==> config.mk <==
export PLATFORM = sky130hd
export DESIGN_NAME = bldc_commutator
export DESIGN_NICKNAME = d
export VERILOG_FILES = /design/src/rtl/bldc_pkg.sv /design/src/rtl/bldc_zc_watch.sv /design/src/rtl/bldc_drive_map.sv /design/src/rtl/bldc_commutator.sv
export SDC_FILE = /design/constraint.sdc
export NUM_CORES = 1
export LEC_CHECK = 0
export ABC_AREA = 1
export BUFFER_PORTS_ARGS = -buffer_cell sky130_fd_sc_hd__buf_2
export CORE_AREA = 2 2 66 68
export DETAILED_ROUTE_END_ITERATION = 10
export DIE_AREA = 0 0 68 70
export PLACE_DENSITY = 0.74
export SKIP_CTS_REPAIR_TIMING = 1
export SLEW_MARGIN = 20
export SYNTH_ARGS = -nofsm -noshare
export SYNTH_HDL_FRONTEND = slang
export SYNTH_SLANG_ARGS = --single-unit
export TNS_END_PERCENT = 5
==> constraint.sdc <==
create_clock -name clk -period 3.45 [get_ports clk]
set_input_delay 0.1725 -clock clk [delete_from_list [all_inputs] [get_ports clk]]
set_output_delay 0.1725 -clock clk [all_outputs]
set_load 0.03 [all_outputs]
==> src/rtl/bldc_pkg.sv <==
package bldc_pkg;

    typedef enum logic [1:0] {
        DRV_FLOAT = 2'b00,
        DRV_LOW   = 2'b01,
        DRV_HIGH  = 2'b10
    } drv_e;

    typedef enum logic [1:0] {
        MODE_IDLE = 2'd0,
        MODE_SYNC = 2'd1,
        MODE_EMF  = 2'd2
    } mode_e;

    typedef enum logic [1:0] {
        ACT_COAST,
        ACT_FWD,
        ACT_SHORT,
        ACT_REVERSE
    } act_e;

    // Phase indices: 0 = U, 1 = V, 2 = W
    function automatic logic [1:0] high_of(input logic [2:0] step);
        unique case (step)
            3'd0, 3'd1: high_of = 2'd0;
            3'd2, 3'd3: high_of = 2'd1;
            default:    high_of = 2'd2;
        endcase
    endfunction

    function automatic logic [1:0] low_of(input logic [2:0] step);
        unique case (step)
            3'd0:       low_of = 2'd1;
            3'd1, 3'd2: low_of = 2'd2;
            3'd3, 3'd4: low_of = 2'd0;
            default:    low_of = 2'd1;
        endcase
    endfunction

    function automatic logic [1:0] float_of(input logic [2:0] step);
        float_of = 2'd3 - high_of(step) - low_of(step);
    endfunction

endpackage

==> src/rtl/bldc_zc_watch.sv <==
module bldc_zc_watch #(
    parameter int MASK_CYC = 16
) (
    input  logic clk,
    input  logic rst_n,
    input  logic clear,
    input  logic flag,
    input  logic emf_ok,
    output logic hit
);
    localparam int MW = (MASK_CYC < 1) ? 1 : $clog2(MASK_CYC + 1);
    localparam logic [MW-1:0] MASK_LOAD = MW'(MASK_CYC);

    logic [MW-1:0] cnt_q;
    logic          armed_q;
    logic          spent_q;
    logic          ref_q;

    assign hit = armed_q && emf_ok && (flag != ref_q);

    always_ff @(posedge clk or negedge rst_n) begin
        if (!rst_n) begin
            cnt_q   <= MASK_LOAD;
            armed_q <= 1'b0;
            spent_q <= 1'b0;
            ref_q   <= 1'b0;
        end else if (clear) begin
            cnt_q   <= MASK_LOAD;
            armed_q <= 1'b0;
            spent_q <= 1'b0;
        end else if (hit) begin
            armed_q <= 1'b0;
            spent_q <= 1'b1;
        end else if (!armed_q && !spent_q) begin
            if (cnt_q == '0) begin
                armed_q <= 1'b1;
                ref_q   <= flag;
            end else begin
                cnt_q <= cnt_q - 1'b1;
            end
        end
    end

    // the blanking window starts right after a commutation
    a_r4_quiet_after_clear: assert property (@(posedge clk) disable iff (!rst_n)
        clear |=> !hit);

    // at most one accepted crossing per step
    a_r4_single_hit: assert property (@(posedge clk) disable iff (!rst_n)
        hit |=> !hit);

endmodule

==> src/rtl/bldc_drive_map.sv <==
module bldc_drive_map
    import bldc_pkg::*;
(
    input  logic           active,
    input  act_e           act,
    input  logic [2:0]     step,
    output logic [2:0][1:0] drv
);
    logic [1:0] hi_idx;
    logic [1:0] lo_idx;

    assign hi_idx = high_of(step);
    assign lo_idx = low_of(step);

    for (genvar p = 0; p < 3; p++) begin : g_phase
        drv_e ph;
        always_comb begin
            ph = DRV_FLOAT;
            if (active) begin
                unique case (act)
                    ACT_COAST:   ph = DRV_FLOAT;
                    ACT_SHORT:   ph = DRV_LOW;
                    ACT_FWD: begin
                        if (hi_idx == 2'(p))      ph = DRV_HIGH;
                        else if (lo_idx == 2'(p)) ph = DRV_LOW;
                    end
                    ACT_REVERSE: begin
                        if (hi_idx == 2'(p))      ph = DRV_LOW;
                        else if (lo_idx == 2'(p)) ph = DRV_HIGH;
                    end
                endcase
            end
        end
        assign drv[p] = ph;
    end

endmodule

==> src/rtl/bldc_commutator.sv <==
module bldc_commutator
    import bldc_pkg::*;
#(
    parameter int CMD_W         = 8,
    parameter int DEAD          = 8,
    parameter int SYNC_TICKS    = 4,
    parameter int MASK_CYC      = 16,
    parameter int LOCK_STEPS    = 2,
    parameter int TIMEOUT_TICKS = 24,
    parameter int SOFT_TICKS    = 2
) (
    input  logic                    clk,
    input  logic                    rst_n,
    input  logic                    enable,
    input  logic                    tick,
    input  logic [2:0]              emf_cmp,
    input  logic                    emf_ok,
    input  logic signed [CMD_W-1:0] torque_cmd,
    input  logic                    brake_sel,
    output logic [1:0]              drv_u,
    output logic [1:0]              drv_v,
    output logic [1:0]              drv_w,
    output logic                    phase_out,
    output logic [1:0]              mode,
    output logic                    soft_sw
);
    localparam int TMAX = (SYNC_TICKS > TIMEOUT_TICKS) ? SYNC_TICKS : TIMEOUT_TICKS;
    localparam int CW   = $clog2(TMAX + 1);
    localparam int LW   = $clog2(LOCK_STEPS + 1);
    localparam int GW   = $clog2(SOFT_TICKS + 1);
    localparam logic [CW-1:0] SYNC_LAST = CW'(SYNC_TICKS - 1);
    localparam logic [CW-1:0] TOUT_LAST = CW'(TIMEOUT_TICKS - 1);
    localparam logic [LW-1:0] LOCK_N    = LW'(LOCK_STEPS);
    localparam logic [GW-1:0] SOFT_N    = GW'(SOFT_TICKS);
    localparam logic signed [CMD_W-1:0] POS_DEAD = CMD_W'(DEAD);
    localparam logic signed [CMD_W-1:0] NEG_DEAD = CMD_W'(-DEAD);

    mode_e          state_q;
    logic [2:0]     step_q;
    logic [CW-1:0]  tcnt_q;
    logic [LW-1:0]  lock_q;
    logic           seen_q;
    logic           phase_q;
    logic [GW-1:0]  gap_q;
    logic           soft_q;

    act_e           act;
    logic           hit, com, tout, wclear;
    logic [LW-1:0]  lock_nxt;
    logic [2:0]     step_nxt;
    logic [2:0][1:0] drv;

    always_comb begin
        if (torque_cmd > POS_DEAD)      act = ACT_FWD;
        else if (torque_cmd < NEG_DEAD) act = brake_sel ? ACT_REVERSE : ACT_SHORT;
        else                            act = ACT_COAST;
    end

    assign com  = ((state_q == MODE_SYNC) && tick && (tcnt_q == SYNC_LAST))
               || ((state_q == MODE_EMF) && hit);
    assign tout = (state_q == MODE_EMF) && tick && (tcnt_q == TOUT_LAST) && !hit;
    assign wclear   = !enable || (state_q == MODE_IDLE) || com || tout;
    assign lock_nxt = (seen_q || hit) ? lock_q + 1'b1 : '0;
    assign step_nxt = (step_q == 3'd5) ? 3'd0 : step_q + 3'd1;

    bldc_zc_watch #(.MASK_CYC(MASK_CYC)) u_watch (
        .clk    (clk),
        .rst_n  (rst_n),
        .clear  (wclear),
        .flag   (emf_cmp[float_of(step_q)]),
        .emf_ok (emf_ok),
        .hit    (hit)
    );

    bldc_drive_map u_map (
        .active (enable && (state_q != MODE_IDLE)),
        .act    (act),
        .step   (step_q),
        .drv    (drv)
    );

    // State register and sequencing
    always_ff @(posedge clk or negedge rst_n) begin
        if (!rst_n) begin
            state_q <= MODE_IDLE;
            step_q  <= 3'd0;
            tcnt_q  <= '0;
            lock_q  <= '0;
            seen_q  <= 1'b0;
        end else if (!enable) begin
            state_q <= MODE_IDLE;
            step_q  <= 3'd0;
            tcnt_q  <= '0;
            lock_q  <= '0;
            seen_q  <= 1'b0;
        end else begin
            unique case (state_q)
                MODE_IDLE: begin
                    if (act == ACT_FWD) begin
                        state_q <= MODE_SYNC;
                        step_q  <= 3'd0;
                        tcnt_q  <= '0;
                        lock_q  <= '0;
                        seen_q  <= 1'b0;
                    end
                end
                MODE_SYNC: begin
                    if (com) begin
                        step_q <= step_nxt;
                        tcnt_q <= '0;
                        seen_q <= 1'b0;
                        if (lock_nxt == LOCK_N) begin
                            state_q <= MODE_EMF;
                            lock_q  <= '0;
                        end else begin
                            lock_q <= lock_nxt;
                        end
                    end else begin
                        if (hit)  seen_q <= 1'b1;
                        if (tick) tcnt_q <= tcnt_q + 1'b1;
                    end
                end
                MODE_EMF: begin
                    if (hit) begin
                        step_q <= step_nxt;
                        tcnt_q <= '0;
                    end else if (tout) begin
                        state_q <= MODE_SYNC;
                        tcnt_q  <= '0;
                        lock_q  <= '0;
                        seen_q  <= 1'b0;
                    end else if (tick) begin
                        tcnt_q <= tcnt_q + 1'b1;
                    end
                end
                default: state_q <= MODE_IDLE;
            endcase
        end
    end

    // Crossing pulse output and rate measurement
    always_ff @(posedge clk or negedge rst_n) begin
        if (!rst_n) begin
            phase_q <= 1'b0;
            gap_q   <= SOFT_N;
            soft_q  <= 1'b0;
        end else if (!enable) begin
            phase_q <= 1'b0;
            gap_q   <= SOFT_N;
            soft_q  <= 1'b0;
        end else if (hit) begin
            phase_q <= !phase_q;
            soft_q  <= (gap_q < SOFT_N);
            gap_q   <= '0;
        end else if (tick && (gap_q < SOFT_N)) begin
            gap_q <= gap_q + 1'b1;
        end
    end

    // Outputs
    always_comb begin
        drv_u     = drv[0];
        drv_v     = drv[1];
        drv_w     = drv[2];
        mode      = state_q;
        phase_out = phase_q;
        soft_sw   = soft_q && (state_q == MODE_EMF);
    end

    a_r1_disable_idles: assert property (@(posedge clk) disable iff (!rst_n)
        !enable |=> (mode == MODE_IDLE) && !phase_out && !soft_sw);

    a_r2_one_float: assert property (@(posedge clk) disable iff (!rst_n)
        (enable && (state_q != MODE_IDLE) && (act == ACT_FWD)) |->
        ($countones({drv_u == DRV_FLOAT, drv_v == DRV_FLOAT, drv_w == DRV_FLOAT}) == 1));

    a_r5_phase_only_on_hit: assert property (@(posedge clk) disable iff (!rst_n)
        (phase_out != $past(phase_out)) |-> ($past(hit) || !$past(enable)));

    a_r7_emf_hit_steps: assert property (@(posedge clk) disable iff (!rst_n)
        (enable && (state_q == MODE_EMF) && hit) |=> (step_q != $past(step_q)));

    a_r9_coast_floats: assert property (@(posedge clk) disable iff (!rst_n)
        (act == ACT_COAST) |->
        (drv_u == DRV_FLOAT) && (drv_v == DRV_FLOAT) && (drv_w == DRV_FLOAT));

    a_r10_short_low: assert property (@(posedge clk) disable iff (!rst_n)
        (enable && (state_q != MODE_IDLE) && (act == ACT_SHORT)) |->
        (drv_u == DRV_LOW) && (drv_v == DRV_LOW) && (drv_w == DRV_LOW));

    a_r12_soft_only_emf: assert property (@(posedge clk) disable iff (!rst_n)
        soft_sw |-> (mode == MODE_EMF));

endmodule

Word level (Yosys, flattened, before mapping). Cells that the tools add are included.

Bits in registers: 25. Output and inout port bits: 10. Logic and storage cells: 176.

Multiplexer cells: 76. $add $sub $neg: 7. Equality and inequality tests: 30. Reductions and logical operators: 45. Order comparisons: 4. Bitwise operators: 2.

Operator list (number): 2-to-1 mux 2 bit (30); 2-to-1 mux 5 bit (10); case mux 2 bit (4 select lines) (3); 2-to-1 mux 1 bit (20); 2-to-1 mux 3 bit (5); case mux 5 bit (3 select lines) (1); AND reduction 5 bit (3); equality test 2 bit, second input constant (6); logical AND 1 bit (12); != test 3 bit, second input constant (4); case mux 2 bit (3 select lines) (2); case mux 3 bit (3 select lines) (1); equality test 2 x 1 -> 1 bit, second input constant (4); greater-than comparator 8 x 5 -> 1 bit, second input constant (1); logical NOT 2 bit (4); < comparator 8 x 4 -> 1 bit, second input constant (1); case mux 2 bit (2 select lines) (2); AND reduction 4 bit (2); OR reduction 2 bit (4); equality test 3 x 2 -> 1 bit, second input constant (2); equality test 3 bit, second input constant (2); != test 2 x 1 -> 1 bit, second input constant (3); != test 3 x 2 -> 1 bit, second input constant (2); nonzero test 2 bit (3); other kinds (25) (37).

Longest topological paths before layout. Gate-level depths: netlist (run 1).

Depth in word-level cells: 16. Depth in mapped cells: 19. Gate-level depth less buffers: 18.

Hierarchy. From an unflattened synthesis (run 1), not the netlist that was laid out.

Cells, all modules: 278. Area total of the unflattened synthesis: 1889.3 um^2.

By module, submodules not included: bldc_commutator (area an instance 1281.2 um^2, sequential area each 426.7 um^2, instances 1, cells each 180); bldc_zc_watch (area an instance 429.2 um^2, sequential area each 201.4 um^2, instances 1, cells each 57); bldc_drive_map (area an instance 178.9 um^2, sequential area each 0.0 um^2, instances 1, cells each 41).

Worst setup path after synthesis (run 1). Ideal clock, no wire load.

Path kind: flip-flop to flip-flop. Start: register step_q[0]. End: register state_q[0], in the netlist mode[0]. Cell stages (with the launch flop): 18. Buffers on the path: 1. Slack: 1.214 ns. Period minus slack after synthesis: 2.236 ns. Arrival time: 2.118 ns. Required time: 3.332 ns. Cell sequence: dfrtp_1 -> inv_1 -> nand2_2 -> a21oi_1 -> nor2_1 -> ha_1 -> nor2_1 -> a21oi_1 -> nand3_2 -> nand3_2 -> nand3_2 -> buf_6 -> nand2_4 -> nand2_2 -> nand2_2 -> nand3_2 -> nand2_1 -> nand2_1.

Word-level cells in the longest chain between the ends: 14. Elaborated cells between the ends (all ways): 29.

Ends and longest elaborated chain: from (decl) (line bldc_commutator.sv:39) `logic [2:0] step_q;`; from (signal assigned) (line bldc_commutator.sv:109) `step_q <= step_nxt;`; from (signal assigned) (line bldc_commutator.sv:125) `step_q <= step_nxt;`; equality test 3 x 2 -> 1 bit (tied with other cells) (line bldc_pkg.sv:24, bldc_pkg.sv:32); OR reduction 2 bit (line bldc_pkg.sv:24) `unique case (step)`; case mux 2 bit (2 select lines) (line bldc_pkg.sv:24); subtractor 2 bit (line bldc_pkg.sv:41) `float_of = 2'd3 - high_of(step) - low_of(step);`; subtractor 2 bit * (line bldc_pkg.sv:41); binary-select mux 1 bit (select 2 bit) * (line bldc_commutator.sv:70) `.flag (emf_cmp[float_of(step_q)]),`; 2-to-1 mux 1 bit (implied by the code) * (line bldc_commutator.sv:70); != test 1 bit * (line bldc_zc_watch.sv:19) `assign hit = armed_q && emf_ok && (flag != ref_q);`; logical AND 1 bit * (line bldc_zc_watch.sv:19); logical OR 1 bit (line bldc_commutator.sv:63) `assign lock_nxt = (seen_q || hit) ? lock_q + 1'b1 : '0;`; 2-to-1 mux 2 bit (line bldc_commutator.sv:63); equality test 2 bit (line bldc_commutator.sv:112) `if (lock_nxt == LOCK_N) begin`; != test 3 x 2 -> 1 bit (no line); AND reduction 5 bit (no line) *; to (signal assigned) (line bldc_commutator.sv:85) `state_q <= MODE_IDLE;`; to (signal assigned) (line bldc_commutator.sv:113) `state_q <= MODE_EMF;`; to (signal assigned) (line bldc_commutator.sv:128) `state_q <= MODE_SYNC;`; to (decl) (line bldc_commutator.sv:38) `mode_e state_q;`.

Every way passes the cells marked *; elsewhere a longest branch is shown, timed or not. The select of a mux whose other input is x is not followed. A chain may end at the register's enable or synchronous reset.

Worst setup path in the final report (run 1).
Start: register step_q[0]. End: register u_watch.ref_q.

Word-level cells in the longest chain between the ends: 15. Elaborated cells between the ends (all ways): 26.

Ends and longest elaborated chain: equality test 3 x 2 -> 1 bit (tied with other cells) (line bldc_pkg.sv:24, bldc_pkg.sv:32); OR reduction 2 bit (line bldc_pkg.sv:24); case mux 2 bit (2 select lines) (line bldc_pkg.sv:24); subtractor 2 bit (line bldc_pkg.sv:41); subtractor 2 bit * (line bldc_pkg.sv:41); binary-select mux 1 bit (select 2 bit) * (line bldc_commutator.sv:70); 2-to-1 mux 1 bit (implied by the code) * (line bldc_commutator.sv:70); != test 1 bit (line bldc_zc_watch.sv:19); logical AND 1 bit (line bldc_zc_watch.sv:19); logical AND 1 bit (line bldc_commutator.sv:60) `|| ((state_q == MODE_EMF) && hit);`; logical OR 1 bit (line bldc_commutator.sv:60); logical OR 1 bit (2 in a row) (line bldc_commutator.sv:62) `assign wclear = !enable || (state_q == MODE_IDLE) || com || tout;`; inverter 1 bit (no line); AND reduction 4 bit (no line); to (signal assigned) (line bldc_zc_watch.sv:37) `ref_q <= flag;`; to (decl) (line bldc_zc_watch.sv:17) `logic ref_q;`.

Marks and branches as above.

==> results.toml, run 1 <==
[routing]
wl_per_cell_um = 10.9
drt-total-wl_um = 3500
final_antenna_net_count = 0
dr.pass1.iters = 4
drtIter0Drc = 89
via_per_inst = 4.93
vias = 1588
drc = 0

[cts]
cts_tree = "built"
root_buffer = "clkbuf_8"
cts_buffers = 3
clock-sinks = 25
cts-htree-levels = 1
clk_latency_ns = 0.27
clkTransAtPathRegs_ns = 0.09
clockBufferDepth = 2

[yosys]
synth_edf_count = 0
syn_nets = 266
async_flop_share_pct = 100
avgSynthCellArea_um2 = 7.33
synth.ff_latch_count = 25
synth_area_mm2 = 0.00177
netlist_instances = 242
ys_types = 30
ys_warn_count = 0
yosysSeqAreaShare_pct = 35.4
synth_top_flop_cell = "dfrtp_1"

[worst_setup_path]
startpoint_type = "flop"
required_ns = 3.62
worstRegToRegCells = 16
r2r-end = "u_watch.ref_q"
crit_path_end_kind = "flop"
crit_fanout = 11
rrSetupSlack_ns = 0.76
crit_type = "reg -> reg"
worst_ep_arrival_time_ns = 2.86
cpMostUsedCell = "nand3_2"
crit_start = "step_q[0]"
path_cells = "inv_1 -> nand2_2 -> a21oi_1 -> nor2_1 -> ha_1 -> nor2_1 -> a21oi_1 -> nand3_2 -> nand3_2 -> nand3_2 -> nand2_2 -> nand2_1 -> nor2_4 -> nand3_2 -> nand2_1 -> nand2_1"
r2r_start = "step_q[0]"
cpMaxStageDelayCell = "dfrtp_1"
cp_slowest_stage_delay_ns = 0.43
crit_end = "u_watch.ref_q"

[sta]
slew_headroom_pct = 62.4
setup_ws_ns = 0.756
rsz0062_at_grt = "no"
fin_crit_sh_pct = 78.1
fin_tns_setup_ns = 0
drv_slew = 0
hold_violations = 0
clock.fmax_ghz = 0.371
finalSetupViolations = 0
post-route-min-period_ns = 2.69
clock_skew_ns = 0.00589
tightest_slew_ns = 0.563

[power]
ir_worst_vdd_uv = 274
clkPwrFrac_pct = 16.4
p_sw_share_pct = 44.2
leakagePower_uw = 0.00106
power.switching_uw = 470
seqPwrFrac_pct = 34.9
p_per_area_mw_per_mm2 = 532
p_int_uw = 594
power_frac_comb_pct = 48.7

[placed_design]
place_congestion = 0.815
io_buffers = 26
hpwlAfterDp_um = 2780
place_ws_ns = 0.762

[floorplanning]
die_area_mm2 = 0.00476
die_x_um = 68
initial_core_util_pct = 42.8
core_mm2 = 0.00414
die_y_um = 70
rows = 24
io_pins = 27

[final_layout]
fill_cells = 431
diodes = 0
syn2layout_area_growth_pct = 12.7
multi_input_area_um2 = 988
drive_gt1_share_pct = 23.3
layout.area.seq_um2 = 628
fin_nets = 295

[global_route]
grt_antenna_before_repair = 0
grt_usage_pct = 15.7
grt_pass1_vias = 1458
grt_overflow = 0
grt_first_pass_wirelength_um = 5950
grt_max_degree = 26

[min_path]
hold_class = "in -> reg"
hold_path_depth = 2

[run]
maxCapViolations = 0

[status]
status = "finished clean"
## sequential cells by signal, summed over array words and instances, names as in the netlist
signal           cells
phase_out            1
u_watch.armed_q      1
tcnt_q               5
lock_q               2
mode                 2
u_watch.ref_q        1
step_q               3
u_watch.spent_q      1
gap_q                2
soft_q               1
seen_q               1
u_watch.cnt_q        5
## synth_stat cells, types with 2 or more instances
| master | instances | area share (%) |
|---|---|---|
| inv_2 | 2 | 0.42 |
| a21oi_2 | 5 | 2.5 |
| or2_2 | 2 | 0.71 |
| ha_1 | 7 | 4.9 |
| nand3_2 | 9 | 5.1 |
| buf_4 | 2 | 0.85 |
| nand4_1 | 7 | 2.5 |
| xor2_1 | 5 | 2.5 |
| a21oi_1 | 10 | 2.8 |
| nand2_1 | 61 | 13 |
| o21ai_0 | 6 | 1.7 |
| dfrtp_1 | 23 | 32 |
| nand2_2 | 8 | 2.8 |
| dfstp_2 | 2 | 3.0 |
| nor2_1 | 22 | 4.7 |
| nor3_1 | 6 | 1.7 |
| inv_1 | 33 | 7.0 |
| nand3_1 | 16 | 4.5 |
| o21ai_1 | 5 | 1.4 |
## metrics by stage
stage / instance area [µm²] / hold WS, ns / util, % / std cells / total power (µW)
2_1_floorplan: 1770 / -0.123 / - / 242 / 784
3_3_place_gp: 1940 / 0.195 / 46.9 / 317 / 884
3_5_place_dp: 1940 / 0.196 / 46.9 / 317 / 896
4_1_cts: 1990 / -0.102 / 48.0 / 321 / 1070
5_1_grt: 2000 / 0.224 / 48.2 / 322 / 1160
6_report: 2000 / 0.224 / 48.2 / 322 / 1060
## area by class of cell
cell class,count,share of cell area (%)
Clock buffer,3,2.07
Timing Repair Buffer,27,7.01
Tap cell,52,3.25
Sequential cell,25,31.4
Multi-Input combinational cell,179,49.4
Inverter,35,6.57
Clock inverter,1,0.250
## logic make-up (layout without fill, tap and decap cells)
logic type                 count (synthesis)  after routing  synth area share (%)
xor gates and xnor gates                   6              6                  2.96
adders and majority gates                  7              7                  4.94
muxes                                      1              1                 0.635
buffers and inverters                     38             66                  8.89
AOI/OAI and AO/OA                         29             29                  9.66
and+or+nand+nor                          136            136                  37.5
DFF                                       25             25                  35.4
## per-layer routing
layer	global-route usage [%]	vias up	routed length (µm)
met1	22.9	721	1790
met3	2.09	4	143
met4	4.00	0	25
met2	24.3	33	1540
met5	0	-	0
li1	-	830	-
## cells in the final DEF (no fill, tap or decap), drive strengths merged
| cell | n |
|---|---|
| ha | 7 |
| a21oi | 15 |
| dfrtp | 23 |
| xnor2 | 1 |
| clkinv | 1 |
| buf | 26 |
| xor2 | 5 |
| a31oi | 1 |
| inv | 35 |
| nand4 | 7 |
| nor3b | 1 |
| nand2 | 70 |
| o21bai | 1 |
| clkbuf | 3 |
| mux2 | 1 |
| nand3 | 25 |
| dfstp | 2 |
| nor2 | 23 |
| o21ai | 12 |
| nand3b | 1 |
| dlygate4sd3 | 1 |
| or2 | 3 |
| nor3 | 6 |
## worst max-delay path: cells and delay by family (launching register included)
family | cells | cell delay (ns)
AND/OR/NAND/NOR | 12 | 1.36
flip-flops | 1 | 0.43
AO/OA/AOI/OAI | 2 | 0.36
adder cells (fa/ha/maj) | 1 | 0.32
buffers and inverters | 1 | 0.14
## worst min path at each step
stage	from	endpoint	slack (ns)
2_1_floorplan	rst_n	gap_q[0]	-0.12
6_report	enable	gap_q[1]	0.22
4_1_cts	rst_n	u_watch.cnt_q[1]	-0.10
3_3_place_gp	rst_n	u_watch.cnt_q[1]	0.19
3_5_place_dp	rst_n	u_watch.cnt_q[1]	0.20
5_1_grt	enable	gap_q[1]	0.22
## power groups by stage
stage | combinational (µW) | clock, µW | sequential [µW]
5_1_grt | 591 | 195 | 377
3_5_place_dp | 519 | 0 | 377
2_1_floorplan | 403 | 0 | 381
6_report | 518 | 175 | 371
3_3_place_gp | 510 | 0 | 374
4_1_cts | 522 | 181 | 371
Power figures use the tool's default switching activity.
==> inputs of run 2 (changes only) <==
--- a/config.mk
+++ b/config.mk
@@ -5,12 +5,12 @@
 export SDC_FILE = /design/constraint.sdc
 export NUM_CORES = 1
 export LEC_CHECK = 0
-export ABC_AREA = 1
+export ABC_AREA = 0
 export BUFFER_PORTS_ARGS = -buffer_cell sky130_fd_sc_hd__buf_2
-export CORE_AREA = 2 2 66 68
+export CORE_AREA = 2 2 68 70
 export DETAILED_ROUTE_END_ITERATION = 10
-export DIE_AREA = 0 0 68 70
-export PLACE_DENSITY = 0.74
+export DIE_AREA = 0 0 70 72
+export PLACE_DENSITY = 0.73
 export SKIP_CTS_REPAIR_TIMING = 1
 export SLEW_MARGIN = 20
 export SYNTH_ARGS = -nofsm -noshare
==> constraint.sdc (replaced) <==
create_clock -name clk -period 2.6 [get_ports clk]
set_input_delay 0.13 -clock clk [delete_from_list [all_inputs] [get_ports clk]]
set_output_delay 0.13 -clock clk [all_outputs]
set_load 0.03 [all_outputs]
==> results.toml, run 2 <==
[sta]
drv_slew = 0
hold_violations = 0
fin_crit_sh_pct = 98.2
post-route-min-period_ns = 2.55
clock_skew_ns = 0.00268
finalSetupViolations = 0
tightest_slew_ns = 0.588
rsz0062_at_grt = "yes"
slew_headroom_pct = 60.8
setup_ws_ns = 0.0458
clock.fmax_ghz = 0.392

[worst_setup_path]
r2r_start = "step_q[1]"
crit_type = "reg -> reg"
worstRegToRegCells = 9
required_ns = 2.76
crit_fanout = 5
crit_end = "step_q[0]"
r2r-end = "step_q[0]"
worst_ep_arrival_time_ns = 2.71
startpoint_type = "flop"
rrSetupSlack_ns = 0.05
crit_path_end_kind = "flop"
crit_start = "step_q[1]"

[placed_design]
io_buffers = 26
hpwlAfterDp_um = 3210
place_congestion = 0.821
place_ws_ns = -0.0737

[routing]
dr.pass1.iters = 4
vias = 1782
final_antenna_net_count = 0
drc = 0
drtIter0Drc = 75
via_per_inst = 5.69
drt-total-wl_um = 4470
wl_per_cell_um = 14.3

[yosys]
avgSynthCellArea_um2 = 8.63
synth_area_mm2 = 0.00186
synth_top_flop_cell = "dfrtp_1"
synth.area.top_cells = "dfrtp_1, ha_1, nor2_1"
ys_types = 53
ys_warn_count = 0
syn_nets = 240
netlist_instances = 216
synth_common_cells = "dfrtp_1, nor2_1, nand2_1"
synth_edf_count = 0
synth.ff_latch_count = 25
netlist.area_leader.share_pct = 30.9
yosysTopAreaCell = "dfrtp_1"
yosysSeqAreaShare_pct = 33.7
async_flop_share_pct = 100

[final_layout]
diodes = 0
fin_nets = 286
layout_common_cells = "buf_2, dfrtp_1, nor2_1, buf_4, nand2_1"
drive_gt1_share_pct = 29.9
top_regs = "tcnt_q x5, u_watch.cnt_q x5, step_q x3"
final_common_cell = "buf_2"
syn2layout_area_growth_pct = 27.4

[global_route]
grt_overflow = 0
grt_usage_pct = 17.8
busiest_layer = "met2"
grt_antenna_before_repair = 0
use_met3_pct = 1.81
grt_first_pass_wirelength_um = 7360
grt_pass1_vias = 1655
met1_usage_pct = 25.3
use_met2_pct = 28.5
grt_max_degree = 26

[power]
design_power_total_uw = 1490
leakagePower_uw = 0.00108
p_per_area_mw_per_mm2 = 628
ir_worst_vdd_uv = 344

[cts]
cts_buffers = 3
clkTransAtPathRegs_ns = 0.09
clk_latency_ns = 0.27
cts_tree = "built"
cts-htree-levels = 1
clock-sinks = 25
clockBufferDepth = 2
root_buffer = "clkbuf_8"

[run]
maxCapViolations = 0

[floorplanning]
io_pins = 27
rows = 24
core_mm2 = 0.00426
die_area_mm2 = 0.00504
die_y_um = 72
die_x_um = 70
initial_core_util_pct = 43.7

[status]
status = "finished clean"

[min_path]
hold_class = "in -> reg"
-- run 2: final cells by class --
cell class / count / area (µm²)
inverter: 14 / 52.6
clock buffer: 4 / 45.0
tap: 52 / 65.1
fill: 411 / 1890
sequential: 25 / 629
timing repair buffer: 48 / 298
multi-input combinational: 170 / 1290
-- run 2: worst min-delay path by stage --
stage          slack (ns)    from               end  cells after the start
2_1_floorplan       -0.17   rst_n          gap_q[0]                      0
3_3_place_gp         0.16   rst_n  u_watch.cnt_q[3]                      1
3_5_place_dp         0.17   rst_n  u_watch.cnt_q[3]                      1
4_1_cts             -0.13   rst_n          gap_q[0]                      1
5_1_grt              0.14  enable          gap_q[1]                      2
6_report             0.14  enable          gap_q[1]                      2
-- run 2: power breakdown --
part / internal [µW] / switching, µW
Sequential: 439 / 45.8
Combinational: 356 / 420
Clock: 110 / 123
-- run 2: critical path: stages, from the launching register on --
cell and delay, ns:
dfrtp_2 0.44, nor2_4 0.13, xor2_4 0.09, ha_4 0.32, mux2i_4 0.24, nand4_1 0.19
a211o_1 0.37, a41oi_2 0.18, nor2b_4 0.18, mux2_4 0.29
-- run 2: kinds of logic (layout without fill, tap and decap cells) --
group           Yosys count  count (layout)  synth area share (%)
mux                       8               8                  4.70
xor+xnor                  9               9                  4.63
fa+ha+maj                 7               7                  4.70
simple gates             95              95                  26.6
compound gates           51              51                  21.1
buf+inv                  21              66                  4.50
flops                    25              25                  33.7
-- run 2: per-layer routing --
metal,vias up,wire (µm)
li1,891,-
met1,853,2050
met2,29,2180
met3,9,148
met4,0,91
met5,-,0
-- run 2: per-stage QoR --
stage | hold WS (ns) | TNS, ns | util [%] | instance area (µm²) | instances
3_5_place_dp | 0.166 | -0.261 | 51.5 | 2190 | 306
4_1_cts | -0.132 | -0.418 | 52.5 | 2240 | 310
6_report | 0.144 | 0 | 55.7 | 2380 | 313
3_3_place_gp | 0.162 | 0 | 51.5 | 2190 | 306
2_1_floorplan | -0.166 | -0.0180 | - | 1900 | 216
5_1_grt | 0.143 | -0.319 | 55.7 | 2380 | 313
